## src/rtl/upx_pkg.sv

```systemverilog
package upx_pkg;
  typedef enum logic [1:0] {
    RGN_PLAIN  = 2'd0,
    RGN_ZPSTK  = 2'd1,
    RGN_WINDOW = 2'd2
  } upx_region_e;
endpackage

```

## src/rtl/upx_region_dec.sv

```systemverilog
module upx_region_dec
  import upx_pkg::*;
#(
  parameter int ADDR_W = 16,
  parameter logic [ADDR_W-1:0] WIN_BASE = 'hD000,
  parameter logic [ADDR_W-1:0] SPLIT = 'hE000,
  parameter logic [ADDR_W-1:0] ZP_LIMIT = 'h0200
) (
  input  logic [ADDR_W-1:0] addr,
  output upx_region_e       region,
  output logic              lo_half
);
  always_comb begin
    if (addr >= WIN_BASE) region = RGN_WINDOW;
    else if (addr < ZP_LIMIT) region = RGN_ZPSTK;
    else region = RGN_PLAIN;
  end

  // Only the part of the window below the split can be banked.
  assign lo_half = (addr < SPLIT);
endmodule

```

## src/rtl/upx_window_map.sv

```systemverilog
module upx_window_map #(
  parameter int ADDR_W = 16,
  parameter int PHYS_W = 17,
  parameter int ROM_AW = 14,
  parameter logic [ADDR_W-1:0] WIN_BASE = 'hD000,
  parameter logic [PHYS_W-1:0] BANK2_OFS = 'h3000
) (
  input  logic [ADDR_W-1:0] addr,
  input  logic              is_write,
  input  logic              lo_half,
  input  logic              ram_rd,
  input  logic              wr_en,
  input  logic              bank2,
  output logic              rom_rd,
  output logic [ROM_AW-1:0] rom_addr,
  output logic              ram_en,
  output logic              ram_we,
  output logic [PHYS_W-1:0] ram_addr
);
  logic [PHYS_W-1:0] flat_addr;
  logic [PHYS_W-1:0] reloc_addr;
  logic [ROM_AW-1:0] rebased;
  logic              use_bank2;

  assign flat_addr  = PHYS_W'(addr);
  assign reloc_addr = flat_addr + BANK2_OFS;
  assign rebased    = ROM_AW'(addr - WIN_BASE);
  assign use_bank2  = lo_half & bank2;

  always_comb begin
    rom_rd   = 1'b0;
    rom_addr = '0;
    ram_en   = 1'b0;
    ram_we   = 1'b0;
    ram_addr = '0;
    if (is_write) begin
      // Write steering ignores the read source; ROM never sees a write.
      if (wr_en) begin
        ram_en   = 1'b1;
        ram_we   = 1'b1;
        ram_addr = use_bank2 ? reloc_addr : flat_addr;
      end
    end else if (!ram_rd) begin
      rom_rd   = 1'b1;
      rom_addr = rebased;
    end else begin
      ram_en   = 1'b1;
      ram_addr = use_bank2 ? reloc_addr : flat_addr;
    end
  end
endmodule

```

## src/rtl/upx_out_stage.sv

```systemverilog
module upx_out_stage #(
  parameter int W = 35,
  parameter bit OUT_REG = 1'b1
) (
  input  logic         clk,
  input  logic         rst,
  input  logic [W-1:0] d,
  output logic [W-1:0] q
);
  generate
    if (OUT_REG) begin : g_reg
      always_ff @(posedge clk) begin
        if (rst) q <= '0;
        else q <= d;
      end
    end else begin : g_thru
      assign q = d;
    end
  endgenerate
endmodule

```

## src/rtl/upmem_xlate.sv

```systemverilog
module upmem_xlate
  import upx_pkg::*;
#(
  parameter int ADDR_W = 16,
  parameter int PHYS_W = 17,
  parameter int ROM_AW = 14,
  parameter logic [ADDR_W-1:0] WIN_BASE = 'hD000,
  parameter logic [ADDR_W-1:0] SPLIT = 'hE000,
  parameter logic [ADDR_W-1:0] ZP_LIMIT = 'h0200,
  parameter logic [PHYS_W-1:0] BANK2_OFS = 'h3000
) (
  input  logic              clk,
  input  logic              rst,
  input  logic              req_valid,
  input  logic [ADDR_W-1:0] req_addr,
  input  logic              req_write,
  input  logic              sel_ram_read,
  input  logic              sel_write_en,
  input  logic              sel_bank2,
  input  logic              sel_alt_zp,
  output logic              rom_rd_o,
  output logic [ROM_AW-1:0] rom_addr_o,
  output logic              ram_en_o,
  output logic              ram_we_o,
  output logic              ram_aux_o,
  output logic [PHYS_W-1:0] ram_addr_o
);
  localparam int OUT_W = 1 + ROM_AW + 3 + PHYS_W;
  localparam logic [PHYS_W-1:0] BANK_SPAN = PHYS_W'(SPLIT - WIN_BASE);
  localparam logic [PHYS_W-1:0] HI_BASE = PHYS_W'(1) << ADDR_W;
  localparam logic [PHYS_W-1:0] HI_TOP = HI_BASE + BANK_SPAN;

  upx_region_e region;
  logic        lo_half;

  logic              w_rom_rd, w_ram_en, w_ram_we;
  logic [ROM_AW-1:0] w_rom_addr;
  logic [PHYS_W-1:0] w_ram_addr;

  logic              n_rom_rd, n_ram_en, n_ram_we, n_ram_aux;
  logic [ROM_AW-1:0] n_rom_addr;
  logic [PHYS_W-1:0] n_ram_addr;
  logic [OUT_W-1:0]  next_vec, out_vec;

  upx_region_dec #(
    .ADDR_W(ADDR_W), .WIN_BASE(WIN_BASE), .SPLIT(SPLIT), .ZP_LIMIT(ZP_LIMIT)
  ) region_i (
    .addr(req_addr), .region(region), .lo_half(lo_half)
  );

  upx_window_map #(
    .ADDR_W(ADDR_W), .PHYS_W(PHYS_W), .ROM_AW(ROM_AW),
    .WIN_BASE(WIN_BASE), .BANK2_OFS(BANK2_OFS)
  ) window_i (
    .addr(req_addr), .is_write(req_write), .lo_half(lo_half),
    .ram_rd(sel_ram_read), .wr_en(sel_write_en), .bank2(sel_bank2),
    .rom_rd(w_rom_rd), .rom_addr(w_rom_addr), .ram_en(w_ram_en),
    .ram_we(w_ram_we), .ram_addr(w_ram_addr)
  );

  always_comb begin
    n_rom_rd   = 1'b0;
    n_rom_addr = '0;
    n_ram_en   = 1'b0;
    n_ram_we   = 1'b0;
    n_ram_aux  = 1'b0;
    n_ram_addr = '0;
    if (req_valid) begin
      unique case (region)
        RGN_WINDOW: begin
          n_rom_rd   = w_rom_rd;
          n_rom_addr = w_rom_addr;
          n_ram_en   = w_ram_en;
          n_ram_we   = w_ram_we;
          n_ram_addr = w_ram_addr;
        end
        RGN_ZPSTK: begin
          n_ram_en   = 1'b1;
          n_ram_we   = req_write;
          n_ram_aux  = sel_alt_zp;
          n_ram_addr = PHYS_W'(req_addr);
        end
        default: begin
          n_ram_en   = 1'b1;
          n_ram_we   = req_write;
          n_ram_addr = PHYS_W'(req_addr);
        end
      endcase
    end
  end

  assign next_vec = {n_rom_rd, n_rom_addr, n_ram_en, n_ram_we, n_ram_aux, n_ram_addr};

  upx_out_stage #(.W(OUT_W), .OUT_REG(1'b1)) out_i (
    .clk(clk), .rst(rst), .d(next_vec), .q(out_vec)
  );

  assign {rom_rd_o, rom_addr_o, ram_en_o, ram_we_o, ram_aux_o, ram_addr_o} = out_vec;

  AST_ONE_TARGET: assert property (@(posedge clk) disable iff (rst)
    !(rom_rd_o && ram_en_o));
  AST_BANK2_SPAN: assert property (@(posedge clk) disable iff (rst)
    (ram_addr_o >= HI_BASE) |-> (ram_en_o && ram_addr_o < HI_TOP && !ram_aux_o));
  AST_NO_ROM_WRITE: assert property (@(posedge clk) disable iff (rst)
    (req_valid && req_write) |=> !rom_rd_o);
  AST_WIN_WR_BLOCKED: assert property (@(posedge clk) disable iff (rst)
    (req_valid && req_write && req_addr >= WIN_BASE && !sel_write_en) |=> !ram_en_o);
  AST_WE_HAS_EN: assert property (@(posedge clk) disable iff (rst)
    ram_we_o |-> ram_en_o);
  AST_AUX_LOW_ONLY: assert property (@(posedge clk) disable iff (rst)
    ram_aux_o |-> (ram_en_o && ram_addr_o < PHYS_W'(ZP_LIMIT)));
  AST_IDLE_QUIET: assert property (@(posedge clk) disable iff (rst)
    !req_valid |=> (!ram_en_o && !rom_rd_o && ram_addr_o == '0 && rom_addr_o == '0));
  AST_HOLD: assert property (@(posedge clk) disable iff (rst)
    ($past(req_valid) == 1'b0 && !req_valid) |=> $stable(out_vec));
endmodule

```

## config.mk

```make
export PLATFORM = sky130hd
export DESIGN_NAME = upmem_xlate
export DESIGN_NICKNAME = d
export VERILOG_FILES = /design/src/rtl/upx_pkg.sv /design/src/rtl/upx_region_dec.sv /design/src/rtl/upx_window_map.sv /design/src/rtl/upx_out_stage.sv /design/src/rtl/upmem_xlate.sv
export SDC_FILE = /design/constraint.sdc
export NUM_CORES = 1
export LEC_CHECK = 0
export ABC_AREA = 1
export CAP_MARGIN = 40
export CORE_ASPECT_RATIO = 0.75
export CORE_MARGIN = 2
export CORE_UTILIZATION = 41
export DETAILED_ROUTE_END_ITERATION = 12
export GPL_TIMING_DRIVEN = 1
export PLACE_DENSITY = 0.82
export REMOVE_ABC_BUFFERS = 1
export SYNTH_ARGS = -nofsm -noshare
export SYNTH_HDL_FRONTEND = slang
export SYNTH_SLANG_ARGS = --single-unit
```

## constraint.sdc

```tcl
create_clock -name clk -period 2.5 [get_ports clk]
set_clock_uncertainty 0.2 [all_clocks]
set_input_delay 0.5 -clock clk [delete_from_list [all_inputs] [get_ports clk]]
set_output_delay 0.5 -clock clk [all_outputs]
set_load 0.01 [all_outputs]
```

# Word-level counts from Yosys, hierarchy flattened
# Cells that the tools add are included.
totals:
  regBits: 35
  latch_bits: 0
  ramBits: 0
  mem_bits_ro: 0
  input_bits: 24
  out_inout_bits: 35
  elab_cells: 35
  memories: 0
op_classes:
  addsub: 2
  n_mul: 0
  div: 0
  n_lt_le_gt_ge: 3
  eq_ne: 2
  shifts: 0
  muxes: 14
  n_bitwise: 4
  reduce_logical: 5
op_table:
  columns: ["cell", "n"]
  rows:
  - ["two-way mux 17 bit", 4]
  - ["adder 16 x 14 -> 17 bit (second input constant)", 1]
  - ["greater-or-equal comparator 16 bit (second input constant)", 1]
  - ["less-than comparator 16 x 10 -> 1 bit (second input constant)", 1]
  - ["less-than comparator 16 bit (second input constant)", 1]
  - ["two-way mux 16 bit", 1]
  - ["subtractor 14 x 13 -> 14 bit (second input constant)", 1]
  - ["two-way mux 1 bit", 8]
  - ["OR reduction 3 bit", 2]
  - ["OR reduction 5 bit", 1]
  - ["OR reduction 4 bit", 1]
  - ["inverter 1 bit", 3]
  - ["equality test 2 x 1 -> 1 bit (second input constant)", 1]
  - ["equality test 2 bit (second input constant)", 1]
  - ["two-way mux 2 bit", 1]
  - ["OR reduction 2 bit", 1]
  - ["bitwise AND 1 bit", 1]

# Longest topological paths before layout
depth:
  ltp_word: 6
  ltp_mapped: 10

# Modules after synthesis
# From an unflattened synthesis, not the netlist that was laid out.
unflattened:
  cells_unflattened: 324
  hier_area_um2: 1963.1
by_module_without_submodules:
  columns: ["module", "n_inst", "cells_each", "area_per_inst_um2", "seq_area_each_um2"]
  rows:
  - ["upx_out_stage", 1, 109, 1013.5, 700.7]
  - ["upmem_xlate", 1, 133, 578.1, 0.0]
  - ["upx_window_map", 1, 72, 330.3, 0.0]
  - ["upx_region_dec", 1, 10, 41.3, 0.0]

# Worst setup path after synthesis
# No wires, ideal clock.
synth_path:
  path_type: "in2reg"
  start: "input port req_addr[13]"
  end: "register out_i.q[9]"
  setup_time_ns: 0.112
  t_arrival_ns: 1.371
  setup_slack_ns: 0.816
  path_stages: 10
  path_buffers: 1
  path_cell_list: "inv_1 -> ha_1 -> nand2_1 -> nor2_1 -> nand2_2 -> nand2_4 -> nand2_1 -> nand2_2 -> buf_6 -> nor2_1"
synth_between:
  elab_chain_cells: 6
  elab_cells_between_ends: 12
  cone_classes: "order compare: 3; eq/ne: 1; mux: 7; bitwise: 1"
synth_lines:
  columns: ["element", "line", "rtl"]
  rows:
  - ["from (decl)", "upmem_xlate.sv:15", "input logic [ADDR_W-1:0] req_addr,"]
  - ["less-than comparator 16 bit", "upx_region_dec.sv:20", "assign lo_half = (addr < SPLIT);"]
  - ["bitwise AND 1 bit", "upx_window_map.sv:28", "assign use_bank2 = lo_half & bank2;"]
  - ["two-way mux 17 bit", "upx_window_map.sv:41, upx_window_map.sv:48", null]
  - ["two-way mux 17 bit (on tied branches)", "upx_window_map.sv:43, upx_window_map.sv:38", null]
  - ["two-way mux 17 bit", "upx_window_map.sv:36", "if (is_write) begin"]
  - ["two-way mux 16 bit (*)", "upmem_xlate.sv:69", "unique case (region)"]
  - ["to (signal assigned)", "upx_out_stage.sv:13", "if (rst) q <= '0;"]
  - ["to (signal assigned)", "upx_out_stage.sv:14", "else q <= d;"]
  - ["to (decl)", "upx_out_stage.sv:8", "output logic [W-1:0] q"]
# Every way passes the cells marked *; elsewhere a longest branch is shown, timed or not.
# A chain may end at the register's enable or synchronous reset.

# Worst setup path in the final report
layout_path:
  start: "input port req_addr[12]"
  end: "register out_i.q[3]"
# The elaborated chain is that of the path after synthesis.

==> run metrics <==
sort of element at the start of the critical path=input port; endpoint required time on the critical path=2.45 ns; number of global-route vias before repair=969; IO Pins=59; vertical die dimension=50.2 um; number of standard cells after synthesis=134; total wirelength of the detailed-routed design=2510 um; Fmax=480 MHz; Top delay family on crit path=buffers and inverters; IO Port Bufs=58; number of hold-slack violations in the final timing report=0; starting density of the core=43.8%; ant diodes=0; number of pins with negative max-slew slack in the final report=0; max_cap viols=0; mapped cell area=1170 um^2; flip-flop count of the largest register, all copies and words added=35; antenna viol nets, final=0; post-cts repair resize count=0; synth unique cells=17; critical-path maximum fanout=13; Setup Buffers After CTS=0; worst-case setup slack after placement=0.160 ns; classification of the worst setup path=input port to flip-flop; fill cell count=203; gp weighted congestion=0.849; sum of overflow across all layers after global routing=0; highest cell delay on the worst timing path=0.51 ns; Pre-antenna DRT Iters=4; final critical-path setup slack=0.418 ns; DRT iter0 DRCs=32; placeable core region=2660 um^2; die footprint=3290 um^2; data arrival time of the critical path=2.03 ns; most frequent cells in the layout=58 x sky130_fd_sc_hd__clkdlybuf4s50_1, 41 x sky130_fd_sc_hd__nor2_1, 35 x sky130_fd_sc_hd__dfxtp_1; number of nets in the final layout=224; sum of net half-perimeters after detailed placement=1970 um; Largest regs=out_i.q (35); Worst-path clk slew=0.07 ns; share of post-route cells with drive strength above 1=6.06%; largest net degree at the start of global routing=16; Critical-path top delay cell=sky130_fd_sc_hd__clkdlybuf4s50_1; CTS tree=yes; count of warnings emitted by yosys=0; top register by number of flip-flops=out_i.q; area occupied by registers=701 um^2; Crit path buffers/inverters=3; Post-Syn Area per Cell=8.70 um^2; sinks on the clock net=35; final period demand of the worst path=2.08 ns; post-layout util=69.5%; Static Leak=0.824 nW; TritonCTS Buffers=5; ratio of routed vias to standard cells=4.33; power density over the cells=575 nW/um^2; number of levels the H-tree was split into=2; Root Driver=sky130_fd_sc_hd__clkbuf_8; area occupied by multi-input gates=357 um^2; routed vias=1,014; Max rail drop VDD=0.000285 V; initial antenna violation count=0; TNS Setup=0 ns; tightest slew margin relative to the limit=76.1%; cell-by-cell trace of the critical path=clkdlybuf4s50_1, inv_1, ha_1, nor2_1, inv_1, nand2_4, nand2_1, nand2_2, nor2_1; post-synthesis register bit count=35; routed length per placed instance=10.7 um; Worst setup EP type=flip-flop; DRC violations left=0; first-pass GRT wire length=4120 um; leading cell type in the layout, fill and taps excluded=sky130_fd_sc_hd__clkdlybuf4s50_1; post-synthesis to final-layout area growth=58.7%; Site Rows=16; number of buffers inserted for hold repair after clock tree synthesis=0; outcome=complete, no violations; share of the yosys chip area belonging to registers=60.1%; path category of the worst min-delay check=input port to flip-flop; Bufs on Longest Clock Path=2; all-layer global routing usage=16.4%; slew at the pin with the worst max-slew slack=0.357 ns; setup-violating endpoint count in the final report=0; horizontal die dimension=65.6 um; RSZ-0062 raised after global routing=no; part of the cycle the worst path needs=83.3%
## where the power goes
part	internal [mW]	switching (mW)
clock network	0.195	0.171
registers	0.572	0.00366
logic	0.0672	0.0544
## logic make-up after synthesis
logic type	count (synthesis)	share of synthesized area, %
AOI/OAI and AO/OA	6	3.11
and+or+nand+nor	65	24.2
adders and majority gates	3	3.22
DFF	35	60.1
buffers and inverters	25	9.33
## worst paths after layout
kind | from | endpoint | depth (start not counted)
hold / removal | req_addr[6] | out_i.q[6] | 3
setup / recovery | req_addr[12] | out_i.q[3] | 9
## through the flow
step	total power, mW	area [um^2]	hold slack (ns)	cells
6_report	1.06	1850	0.609	234
5_1_grt	1.11	1850	0.619	234
4_1_cts	1.07	1850	0.598	234
3_5_place_dp	0.709	1770	0.888	226
3_3_place_gp	0.707	1770	0.885	226
2_1_floorplan	0.633	1140	0.372	132
## Yosys cell counts (all sizes together)
library cell | instances | share of area, %
nor2 | 42 | 14
dfxtp | 35 | 60
inv | 23 | 7.4
nand2 | 15 | 5.9
a21oi | 4 | 2.0
nor3 | 4 | 1.7
ha | 3 | 3.2
nand3 | 3 | 2.4
buf | 2 | 1.9
and3 | 1 | 0.54
o21ai | 1 | 0.43
o21bai | 1 | 0.64
## layer usage
metal / track usage, % / up-vias / wire (um)
met5: 0 / - / 0
met4: 6.25 / 0 / 37
met3: 6.73 / 6 / 231
met2: 26.9 / 48 / 1120
met1: 19.4 / 437 / 1130
li1: - / 523 / -
## final cells by class
class / instances / area share (%)
clock buffers: 7 / 4.12
clock inverters: 1 / 0.270
inverters: 23 / 4.67
multi-input cells: 74 / 19.3
flip-flops and latches: 35 / 37.9
well taps: 36 / 2.43
repair buffers: 58 / 31.4
Power figures use the tool's default switching activity.
